## src/rtl/spr_pkg.sv

```systemverilog
package spr_pkg;
    localparam int SPR_IDX_W = 5;

    // special indices at the top of the register space
    localparam logic [SPR_IDX_W-1:0] IDX_REM    = 5'h1C;
    localparam logic [SPR_IDX_W-1:0] IDX_MEMQ   = 5'h1D; // src: mem FIFO, dst: raw address
    localparam logic [SPR_IDX_W-1:0] IDX_REGQ   = 5'h1E; // src: reg FIFO, dst: checked address
    localparam logic [SPR_IDX_W-1:0] IDX_STREAM = 5'h1F; // src: command in, dst: data out
endpackage

```

## src/rtl/spr_range_chk.sv

```systemverilog
module spr_range_chk #(
    parameter int          ADDR_W  = 16,
    parameter int unsigned PROT_LO = 'h100,
    parameter int unsigned PROT_HI = 'h1FF
) (
    input  logic [ADDR_W-1:0] addr,
    output logic              hit
);
    localparam logic [ADDR_W-1:0] LO_V = ADDR_W'(PROT_LO);
    localparam logic [ADDR_W-1:0] HI_V = ADDR_W'(PROT_HI);
    localparam bit LO_OPEN = (PROT_LO == 0);
    localparam bit HI_OPEN = (longint'(PROT_HI) >= ((longint'(1) << ADDR_W) - 1));

    logic ge_lo;
    logic le_hi;

    generate
        if (LO_OPEN) begin : g_lo_open
            assign ge_lo = 1'b1;
        end else begin : g_lo_cmp
            assign ge_lo = (addr >= LO_V);
        end
        if (HI_OPEN) begin : g_hi_open
            assign le_hi = 1'b1;
        end else begin : g_hi_cmp
            assign le_hi = (addr <= HI_V);
        end
    endgenerate

    assign hit = ge_lo && le_hi;
endmodule

```

## src/rtl/spr_src_mux.sv

```systemverilog
module spr_src_mux
    import spr_pkg::*;
#(
    parameter int DATA_W = 32
) (
    input  logic                 rd_en,
    input  logic [SPR_IDX_W-1:0] rd_idx,
    input  logic [DATA_W-1:0]    rem_val,
    input  logic                 cmd_valid,
    input  logic [DATA_W-1:0]    cmd_data,
    input  logic                 mrd_valid,
    input  logic [DATA_W-1:0]    mrd_data,
    input  logic                 rrd_valid,
    input  logic [DATA_W-1:0]    rrd_data,
    output logic [DATA_W-1:0]    rd_data,
    output logic                 rd_stall,
    output logic                 cmd_ready,
    output logic                 mrd_ready,
    output logic                 rrd_ready
);
    always_comb begin
        rd_data   = '0;
        rd_stall  = 1'b0;
        cmd_ready = 1'b0;
        mrd_ready = 1'b0;
        rrd_ready = 1'b0;
        if (rd_en) begin
            case (rd_idx)
                IDX_REM: rd_data = rem_val;
                IDX_MEMQ: begin
                    rd_data   = mrd_data;
                    mrd_ready = mrd_valid;
                    rd_stall  = !mrd_valid;
                end
                IDX_REGQ: begin
                    rd_data   = rrd_data;
                    rrd_ready = rrd_valid;
                    rd_stall  = !rrd_valid;
                end
                IDX_STREAM: begin
                    rd_data   = cmd_data;
                    cmd_ready = cmd_valid;
                    rd_stall  = !cmd_valid;
                end
                default: ;
            endcase
        end
    end
endmodule

```

## src/rtl/spr_stream_port.sv

```systemverilog
module spr_stream_port
    import spr_pkg::*;
#(
    parameter int          DATA_W  = 32,
    parameter int          ADDR_W  = 16,
    parameter int unsigned PROT_LO = 'h100,
    parameter int unsigned PROT_HI = 'h1FF
) (
    input  logic                 clk,
    input  logic                 rst_n,
    input  logic                 rd_en,
    input  logic [SPR_IDX_W-1:0] rd_idx,
    output logic [DATA_W-1:0]    rd_data,
    output logic                 rd_stall,
    input  logic                 wr_en,
    input  logic [SPR_IDX_W-1:0] wr_idx,
    input  logic [DATA_W-1:0]    wr_data,
    output logic                 wr_stall,
    input  logic                 xmov_step,
    output logic [DATA_W-1:0]    rem_count,
    input  logic                 cmd_valid,
    input  logic [DATA_W-1:0]    cmd_data,
    output logic                 cmd_ready,
    input  logic                 mrd_valid,
    input  logic [DATA_W-1:0]    mrd_data,
    output logic                 mrd_ready,
    input  logic                 rrd_valid,
    input  logic [DATA_W-1:0]    rrd_data,
    output logic                 rrd_ready,
    output logic                 out_valid,
    output logic [ADDR_W-1:0]    out_addr,
    output logic [DATA_W-1:0]    out_data,
    input  logic                 out_ready,
    output logic                 prot_fault
);
    localparam logic [ADDR_W-1:0] ADDR_ONE = ADDR_W'(1);
    localparam logic [DATA_W-1:0] REM_ONE  = DATA_W'(1);

    typedef struct packed {
        logic [ADDR_W-1:0] addr;
        logic              chk;
        logic [DATA_W-1:0] rem;
        logic              fault;
    } port_st_t;

    port_st_t st_d, st_q;
    logic     in_window;
    logic     data_wr;
    logic     blocked;
    logic     rem_load;

    spr_range_chk #(
        .ADDR_W (ADDR_W),
        .PROT_LO(PROT_LO),
        .PROT_HI(PROT_HI)
    ) u_range (
        .addr(st_q.addr),
        .hit (in_window)
    );

    spr_src_mux #(
        .DATA_W(DATA_W)
    ) u_src (
        .rd_en    (rd_en),
        .rd_idx   (rd_idx),
        .rem_val  (st_q.rem),
        .cmd_valid(cmd_valid),
        .cmd_data (cmd_data),
        .mrd_valid(mrd_valid),
        .mrd_data (mrd_data),
        .rrd_valid(rrd_valid),
        .rrd_data (rrd_data),
        .rd_data  (rd_data),
        .rd_stall (rd_stall),
        .cmd_ready(cmd_ready),
        .mrd_ready(mrd_ready),
        .rrd_ready(rrd_ready)
    );

    always_comb begin
        st_d     = st_q;
        data_wr  = wr_en && (wr_idx == IDX_STREAM);
        blocked  = data_wr && st_q.chk && in_window;
        rem_load = wr_en && (wr_idx == IDX_REM);
        out_valid = data_wr && !blocked;
        wr_stall  = out_valid && !out_ready;

        if (rem_load) begin
            st_d.rem = wr_data;
        end else if (xmov_step && (st_q.rem != '0)) begin
            st_d.rem = st_q.rem - REM_ONE;
        end

        if (wr_en && (wr_idx == IDX_MEMQ)) begin
            st_d.addr = wr_data[ADDR_W-1:0];
            st_d.chk  = 1'b0;
        end else if (wr_en && (wr_idx == IDX_REGQ)) begin
            st_d.addr = wr_data[ADDR_W-1:0];
            st_d.chk  = 1'b1;
        end else if (blocked || (out_valid && out_ready)) begin
            st_d.addr = st_q.addr + ADDR_ONE;
        end

        if (blocked) begin
            st_d.fault = 1'b1;
        end
    end

    always_ff @(posedge clk) begin
        if (!rst_n) begin
            st_q <= '0;
        end else begin
            st_q <= st_d;
        end
    end

    assign out_addr   = st_q.addr;
    assign out_data   = wr_data;
    assign rem_count  = st_q.rem;
    assign prot_fault = st_q.fault;


    addr_step_chk: assert property (@(posedge clk) disable iff (!rst_n)
        (out_valid && out_ready) |=> (st_q.addr == $past(st_q.addr) + ADDR_ONE));


    out_hold_chk: assert property (@(posedge clk) disable iff (!rst_n)
        (out_valid && !out_ready) |=> (out_valid && $stable(out_addr) && $stable(out_data)));


    fault_sticky_chk: assert property (@(posedge clk) disable iff (!rst_n)
        prot_fault |=> prot_fault);


    drop_quiet_chk: assert property (@(posedge clk) disable iff (!rst_n)
        blocked |-> (!out_valid && !wr_stall) ##1 prot_fault);


    stall_no_pop_chk: assert property (@(posedge clk) disable iff (!rst_n)
        rd_stall |-> !(cmd_ready || mrd_ready || rrd_ready));


    rem_floor_chk: assert property (@(posedge clk) disable iff (!rst_n)
        (rem_count == '0 && xmov_step && !rem_load) |=> (rem_count == '0));


    rem_step_chk: assert property (@(posedge clk) disable iff (!rst_n)
        (rem_count != '0 && xmov_step && !rem_load) |=> (rem_count == $past(rem_count) - REM_ONE));
endmodule

```

## config.mk

```make
export PLATFORM = sky130hd
export DESIGN_NAME = spr_stream_port
export DESIGN_NICKNAME = d
export VERILOG_FILES = /design/src/rtl/spr_pkg.sv /design/src/rtl/spr_range_chk.sv /design/src/rtl/spr_src_mux.sv /design/src/rtl/spr_stream_port.sv
export SDC_FILE = /design/constraint.sdc
export NUM_CORES = 1
export LEC_CHECK = 0
export BUFFER_PORTS_ARGS = -buffer_cell sky130_fd_sc_hd__buf_2
export CAP_MARGIN = 10
export CORE_AREA = 2 2 103 105
export CTS_CLUSTER_SIZE = 16
export DETAILED_ROUTE_END_ITERATION = 6
export DIE_AREA = 0 0 105 107
export PLACE_DENSITY = 0.82
export SLEW_MARGIN = 20
export SYNTH_ARGS = -nofsm -noshare
export SYNTH_HDL_FRONTEND = slang
export SYNTH_SLANG_ARGS = --single-unit
```

## constraint.sdc

```tcl
create_clock -name clk -period 6.19 [get_ports clk]
set_input_delay 0.3095 -clock clk [delete_from_list [all_inputs] [get_ports clk]]
set_output_delay 0.3095 -clock clk [all_outputs]
set_load 0.01 [all_outputs]
```

### Word level (Yosys, flattened, before mapping)

Index checks and enable logic that the tools add are counted.

* $add $sub $neg: 2
* $mul: 0
* div/mod/pow operators: 0
* magnitude comparators: 2
* equality and inequality tests: 8
* shift operators: 0
* mux-type cells: 16
* bitwise gates (word level): 1
* reductions and logical operators: 21

Operator list (number)
* one-hot mux 32 bit (4 select lines): 1
* two-way mux 32 bit: 3
* == test 5 bit, second input constant: 8
* two-way mux 16 bit: 2
* nonzero test 32 bit: 1
* subtractor 32 x 1 -> 32 bit, second input constant: 1
* two-way mux 17 bit: 1
* adder 16 x 1 -> 16 bit, second input constant: 1
* greater-or-equal comparator 16 x 9 -> 1 bit, second input constant: 1
* <= comparator 16 x 9 -> 1 bit, second input constant: 1
* logical AND 1 bit: 11
* two-way mux 1 bit: 8
* zero test 1 bit: 5
* one-hot mux 1 bit (3 select lines): 1
* nonzero test 3 bit: 1
* nonzero test 2 bit: 1
* OR reduction 2 bit: 1
* logical OR 1 bit: 1
* NOT 1 bit: 1

* bits in registers: 50
* latch bits: 0
* memory bits (writable): 0
* bits in read-only memories: 0
* bits of input ports: 147
* memories kept: 0

### Longest topological paths before layout

Gate-level depths: netlist (run 1).

* depth after elaboration: 11
* mapped depth: 8
* depth with buffers taken out: 7

### By module

Synthesis (run 1) repeated with hierarchy kept, for this count alone.

* cell total of the unflattened synthesis: 599
* area, all modules: 4843.4 µm²

Modules (own cells, without submodules)
* spr_stream_port: times used 1, cells each 439, area an instance 3517.1 µm², seq. area each 1001.0 µm²
* spr_src_mux: times used 1, cells each 157, area an instance 1306.3 µm², seq. area each 0.0 µm²
* spr_range_chk: times used 1, cells each 3, area an instance 20.0 µm², seq. area each 0.0 µm²

### Worst setup path before layout (run 1)

No wires, ideal clock.

* path type: register -> register
* from: reg st_q (netlist bit rem_count[4])
* to: reg st_q (netlist bit rem_count[21])
* library setup time: 0.125 ns
* data arrival time: 2.420 ns
* required time: 6.065 ns
* setup slack: 3.645 ns
* cell stages (with the launch flop): 8
* period minus slack after synthesis: 2.545 ns
* path through: dfxtp_1 > or4_4 > or4b_1 > buf_2 > or4_1 > buf_2 > a311oi_2 > nor3_1

* word-level cells in the longest chain between the ends: 3
* elaborated cells between the ends (all ways): 6
* those cells by class: add/sub (1); mux (2); reduce/logical (3)

RTL lines
* from (decl): RTL line spr_stream_port.sv:46 `port_st_t st_d, st_q;`
* from (signal assigned): RTL line spr_stream_port.sv:113 `st_q <= st_d;`
* subtractor 32 x 1 -> 32 bit or nonzero test 32 bit (tied branches): RTL line spr_stream_port.sv:91, spr_stream_port.sv:90
* two-way mux 32 bit or logical AND 1 bit (tied branches): RTL line spr_stream_port.sv:90 `end else if (xmov_step && (st_q.rem != '0)) begin`
* two-way mux 32 bit or nonzero test 2 bit (tied branches)

Parallel ways exist; a longest one is shown, timed or not. The select of a mux whose other input is x is not followed.
A chain may end at the register's enable or synchronous reset.

### Worst setup path in the final report (run 1)

* from: reg st_q (netlist bit rem_count[4])
* to: reg st_q (netlist bit rem_count[13])

The elaborated chain is that of the path after synthesis.

==> results of run 1 <==
[flip-flops by register name, summed over array words and instances, names as in the netlist]
signal / count
st_q: 1
prot_fault: 1
out_addr: 16
rem_count: 32
[layer usage]
| metal | GRT usage, % | vias to the layer above | routed length (um) | part of all wire, % |
|---|---|---|---|---|
| li1 | - | 2507 | - | - |
| met1 | 37.03 | 2439 | 7136 | 43 |
| met2 | 43.60 | 279 | 7522 | 46 |
| met3 | 6.626 | 30 | 1430 | 8.7 |
| met4 | 7.810 | 2 | 351 | 2.1 |
| met5 | 0 | - | 13 | 0.079 |
[placed cells by master, fill, tap and decap left out, drive strengths merged, types with 19 or more instances in the layout]
cell type,instances
o21ai,44
dfxtp,50
nand2,30
a221oi,29
buf,269
mux2i,30
or3,19
a21oi,20
nor2,74
or4,22
a31oi,31
[layout make-up]
cell class | instances | area [sq um] | share of cell area, %
multi-input combinational | 423 | 2731 | 50.52
timing repair buffer | 269 | 1356 | 25.09
sequential | 50 | 1001 | 18.51
tap | 136 | 170.2 | 3.147
clock buffer | 6 | 82.58 | 1.527
clock inverter | 1 | 30.03 | 0.5554
inverter | 8 | 30.03 | 0.5554
antenna | 2 | 5.005 | 0.09257
[worst paths after layout]
kind	depth (start not counted)	slack, ns	endpoint
worst max register to register	6	3.23	rem_count[13]
worst min register to register	2	0.49	prot_fault
worst min-delay path	3	0.29	out_addr[14]
worst max-delay path	6	3.23	rem_count[13]
[metrics by stage]
step                      area, sq um  total power (uW)  worst slack, ns  hold slack, ns  instances
after global routing             5406              2156            3.065          0.2880        895
after detailed placement         5273              1720            3.197          0.4638        886
after CTS                        5385              1968            3.189          0.2764        893
final                            5406              2003            3.231          0.2909        895
after global placement           5273              1697            3.251          0.4617        886
after floorplan                  4514              1539            3.645          0.4511        605
[power by group]
part           internal [uW]  switching (uW)
Sequential               419             159
Combinational            469             715
Clock                    130             112
Total                   1020             986
[cells by family (layout without fill, tap and decap cells)]
logic type,Yosys count,after routing,synth area share [%]
buffers and inverters,132,284,17.82
muxes,33,33,8.148
xor gates and xnor gates,4,4,0.7762
other,0,2,0
AOI/OAI and AO/OA,173,173,25.80
DFF,50,50,22.17
adders and majority gates,4,4,1.109
and+or+nand+nor,209,209,24.17
[worst max-delay path, delay by kind of cell, from the launching register on]
family | cells | cell delay, ns
AOI/OAI and AO/OA | 1 | 0.08
buffers and inverters | 1 | 0.31
DFF | 1 | 0.38
and+or+nand+nor | 4 | 2.03
[synth_stat cells (5+ instances only)]
cell type / n
buf_4: 81
nor2_1: 74
dfxtp_1: 50
o21ai_0: 38
clkbuf_1: 36
a31oi_1: 31
mux2i_1: 30
nand2_1: 30
a221oi_1: 29
or4_1: 21
a21oi_1: 20
or3_1: 19
o31ai_1: 17
nand3_1: 12
nor3_1: 10
nor4_1: 9
inv_1: 7
o22ai_1: 7
o21ai_1: 6
or2_2: 5
==> summary.txt, run 1 <==
Setup path
  – Crit path cell chain: or4_4 > or4b_1 > nor4_2 > buf_4 > or4_1 > a31oi_1
  – Slowest cell on crit path: or4b_1
  – Worst r2r src: rem_count[4]
  – Worst setup path start: rem_count[4]
  – Worst Path Max Fanout: 13
  – CP endpoint kind: register
  – Crit-path max cell delay: roughly 0.70 ns
  – Worst setup SP type: register
  – Critical path type: reg -> reg
  – Critical path data arrival time: 3.10 ns
  – WP data required: 6.33 ns

Placed design
  – Post-detail-place hpwl: between 10000 and 15000 um
  – Routability cong.: 0.9812
  – IO Port Bufs: 265

Floorplan
  – Die height: 107 um
  – Chip Width: 105 um
  – Initial core utilization: 44.73%
  – Total I/O pin count: 266
  – Num rows: 37
  – Core Box Area: 0.01009 sq mm
  – Die Area: 0.01124 sq mm

Synthesis
  – Synthesized Nets: 756
  – Fraction of registers with async set/reset: 0%
  – Flops & latches, synth: 50
  – Syn Std Cell Area: 0.004514 sq mm
  – Synth top area cells: dfxtp_1 (22%), buf_4 (13%), mux2i_1 (6.7%)
  – Synth warn: 0
  – Mapped Cells: just over 600
  – Ys flop type: dfxtp_1
  – Post-synthesis sequential area ratio: around 22%
  – Mapped Avg Cell Area: roughly 7.5 sq um
  – Synth unique cells: 57
  – Share of the synthesized area in the top cell type: around 22%
  – Yosys top cell by area: dfxtp_1
  – Post-synth EDFFs: 0

Timing
  – Fmax: 338.0 MHz
  – Relative slew slack: 34.00%
  – Slew Viols, Final: 0
  – Slew of the pin with the lowest slew margin: 0.9900 ns
  – Count of final setup violators: 0
  – Worst Clk Skew: around 0.0060 ns
  – Tcrit/Tclk final: 47.80%
  – TNS Setup: 0 ns
  – RSZ-0062 raised after global routing: no
  – Hold Fails Final Rpt: 0
  – Fin crit period: between 2 and 3 ns

Finish
  – Area Overhead vs Synth: 19.76%
  – Proportion of layout cells with a drive suffix above 1: 38.84%
  – Final nets: 908
  – Final core occ: 53.57%
  – Filler cells: 1021

Job
  – MaxCap Viol Count: 0

Worst hold path
  – Hold Startpoint: wr_data[14]
  – HP Class: in -> reg

Clock tree
  – Reg clk slew, reported paths: 0.09 ns
  – Clock buffer depth: 2
  – Clock latency on the worst-skew pair: about 0.30 ns
  – CTS buffer count: 5
  – TritonCTS clock tree: done
  – CTS Root Cell: clkbuf_8
  – # clock sinks: 50
  – Hold-fix buffers, CTS: 0
  – Setup Buffers After CTS: 0
  – Post-CTS sizing: 0
  – Clock H-tree levels: 2

Route
  – Residual DRC: 0
  – Vias: between 5k and 6k
  – Initial DRC Count: 567
  – Pre-antenna DRT Iters: 5
  – WL per Instance: 18.38 um
  – Total wire length: ~16000 um
  – Via/cell ratio: 5.874
  – Detail Route Antenna Nets: 0

Global route
  – Pin count of the biggest net entering global routing: 64
  – Overall routing resource usage: a little over a quarter
  – Initial antenna violation count: 3
  – Grt ovf: 0
  – Global-route wire length before repair: 24900 um
  – Vias in the first global route: 4600

Pwr
  – Worst vdd ir: 0.1431 mV
  – Leakage power: 0.002487 uW
  – P per Cell Area: between 300 and 400 mW/mm^2

Run status
  – Status: completed
Note: power is estimated with default switching activity, not from simulation.
==> inputs of run 2 (changes only) <==
CORE_AREA = unset   (was 2 2 103 105)
CORE_ASPECT_RATIO = 1.2   (was unset)
CORE_MARGIN = 1   (was unset)
CORE_UTILIZATION = 41   (was unset)
DIE_AREA = unset   (was 0 0 105 107)
PLACE_DENSITY = 0.79   (was 0.82)
clock period = 2.4 ns   (was 6.19 ns; I/O delays follow)
==> run 2 against run 1 <==
Worst setup slack worse by 3.2 ns. Critical path depth is 2 higher. Core utilization is 1.1 points higher. Final cell count is 4.2% higher. Non-clock buffer count is 45 higher. Routed wire length is 2.0% lower. Largest power group unchanged. Clock skew is 0.0020 ns lower. The run now ends with DRC left. Critical path type unchanged. Clock power grew to 3.0 times the previous value. Design area is 7.4% higher. Maximum frequency is 25% higher.
==> summary.txt, run 2 (synthesized netlist as in run 1, its figures left out) <==
Finish
  – Final Cell Area: around 0.0058 sq mm
  – Final nets: 953
  – Most common cell after layout, fill and taps aside: buf_2
  – Commonest non-fill, non-tap cells in the layout: buf_2 (266), nor2_1 (73), dfxtp_1 (47), buf_4 (46), o21ai_0 (38)
  – Number of flip-flops under the largest register name: 32
  – Area Overhead vs Synth: 28.60%
  – Proportion of layout cells with a drive suffix above 1: between 40% and 50%

Route
  – Residual DRC: 42
  – Via/cell ratio: 5.856
  – Initial DRC Count: roughly 520
  – Pre-antenna DRT Iters: 7
  – Vias: 5464
  – WL per Instance: 17.29 um
  – Total wire length: 16130 um
  – Detail Route Antenna Nets: 0

Clock tree
  – # clock sinks: 50
  – Clock latency on the worst-skew pair: a little under 0.3 ns
  – TritonCTS clock tree: done
  – Clock H-tree levels: 2
  – CTS Root Cell: clkbuf_16
  – CTS buffer count: 5
  – Hold-fix buffers, CTS: 0
  – Reg clk slew, reported paths: 0.07 ns
  – Clock buffer depth: 2

Setup path
  – Worst Path Max Fanout: 7
  – Worst setup path start: rem_count[7]
  – WP data required: 2.62 ns
  – Worst r2r src: rem_count[7]
  – End of the critical path: rem_count[30]
  – Worst Reg2Reg Path Length in Cells: 8
  – Flop-to-flop setup slack: 0.03 ns
  – R2R Path End: rem_count[30]
  – Critical path data arrival time: 2.59 ns
  – Worst setup SP type: register
  – Critical path type: reg -> reg
  – CP endpoint kind: register

Placed design
  – IO Port Bufs: 265
  – Dpl cell area: 0.005579 sq mm
  – Routability cong.: 0.9600
  – Post-detail-place hpwl: 12570 um

Timing
  – Fin crit period: 2.366 ns
  – Hold Fails Final Rpt: 0
  – Slew Viols, Final: 0
  – Count of final setup violators: 0
  – Slew of the pin with the lowest slew margin: 0.7290 ns
  – RSZ-0062 raised after global routing: yes
  – Relative slew slack: 51.03%
  – Tcrit/Tclk final: 98.58%
  – Fmax: 422.7 MHz
  – Worst Clk Skew: a little under 0.004 ns

Global route
  – Global-route wire length before repair: 24030 um
  – Vias in the first global route: 4756
  – Grt ovf: 0
  – Overall routing resource usage: 26.29%
  – Pin count of the biggest net entering global routing: 40
  – Initial antenna violation count: 2

Pwr
  – Leakage power: between 0.002 and 0.003 uW
  – Worst vdd ir: between 0.4 and 0.5 mV
  – Pwr Total: about 6300 uW
  – P per Cell Area: between 1000 and 1500 mW/mm^2

Run status
  – Status: finished with violations
  – Violated checks: DRC

Floorplan
  – Die height: 116.9 um
  – Initial core utilization: between 40% and 50%
  – Die Area: 0.01144 sq mm
  – Total I/O pin count: 266
  – Chip Width: 97.79 um
  – Core Box Area: between 0.01 and 0.015 sq mm
  – Num rows: 41

Worst hold path
  – HP Class: in -> reg

Job
  – MaxCap Viol Count: 0
## run 2: cell type report
| cell class | count | area [sq um] |
|---|---|---|
| Multi-Input combinational cell | 423 | 2753 |
| Clock buffer | 5 | 125.1 |
| Fill cell | 1055 | 4813 |
| Inverter | 8 | 30.03 |
| Antenna cell | 1 | 2.502 |
| Sequential cell | 50 | 1005 |
| Tap cell | 129 | 161.4 |
| Clock inverter | 3 | 21.27 |
| Timing Repair Buffer | 314 | 1708 |
## run 2: worst max-delay path: stages, from the launching register on
cell      delay, ns
dfxtp_2        0.33
or4_4          0.54
buf_6          0.15
nor4b_4        0.24
buf_4          0.18
o211ai_1       0.12
buf_4          0.20
or4_1          0.40
a31oi_1        0.14
## run 2: report_power, final
part / internal, uW / switching (uW)
clock network: 387 / 330
logic: 1960 / 2280
registers: 1090 / 298
total: 3440 / 2910
## run 2: worst min-delay path by stage
| stage | start | end | slack (ns) | depth (start not counted) |
|---|---|---|---|---|
| floorplan | wr_data[15] | out_addr[15] | 0.27 | 2 |
| global placement | wr_data[3] | out_addr[3] | 0.41 | 3 |
| detailed placement | wr_data[14] | out_addr[14] | 0.42 | 3 |
| CTS | wr_data[14] | out_addr[14] | 0.11 | 3 |
| global route | wr_data[3] | out_addr[3] | 0.13 | 3 |
| finish | wr_data[14] | out_addr[14] | 0.11 | 3 |
## run 2: repair_timing
item | in CTS | in global routing
cloned | 0 | 1
resized for setup | 2 | 6
buffers inserted | 0 | 5
pin swaps | 0 | 6
endpoints found under the setup margin | 2 | 16
## run 2: through the flow
stage               worst slack (ns)  hold slack (ns)  instances   TNS, ns  utilization, %
floorplan                   -0.02005           0.2704        605  -0.02005               -
global placement             0.03195           0.4080        918         0           52.54
detailed placement           0.01414           0.4163        918         0           52.54
CTS                          0.02515           0.1085        926         0           54.00
global route                -0.03640           0.1341        933  -0.09425           54.67
finish                       0.03406           0.1118        933         0           54.67
## run 2: metal layers
| metal | GRT usage (%) | part of all wire (%) | vias to the layer above |
|---|---|---|---|
| li1 | - | - | 2597 |
| met5 | 0 | 0.081 | - |
| met1 | 32.82 | 40 | 2510 |
| met3 | 6.295 | 9.4 | 53 |
| met4 | 10.61 | 3.1 | 2 |
| met2 | 44.02 | 48 | 302 |
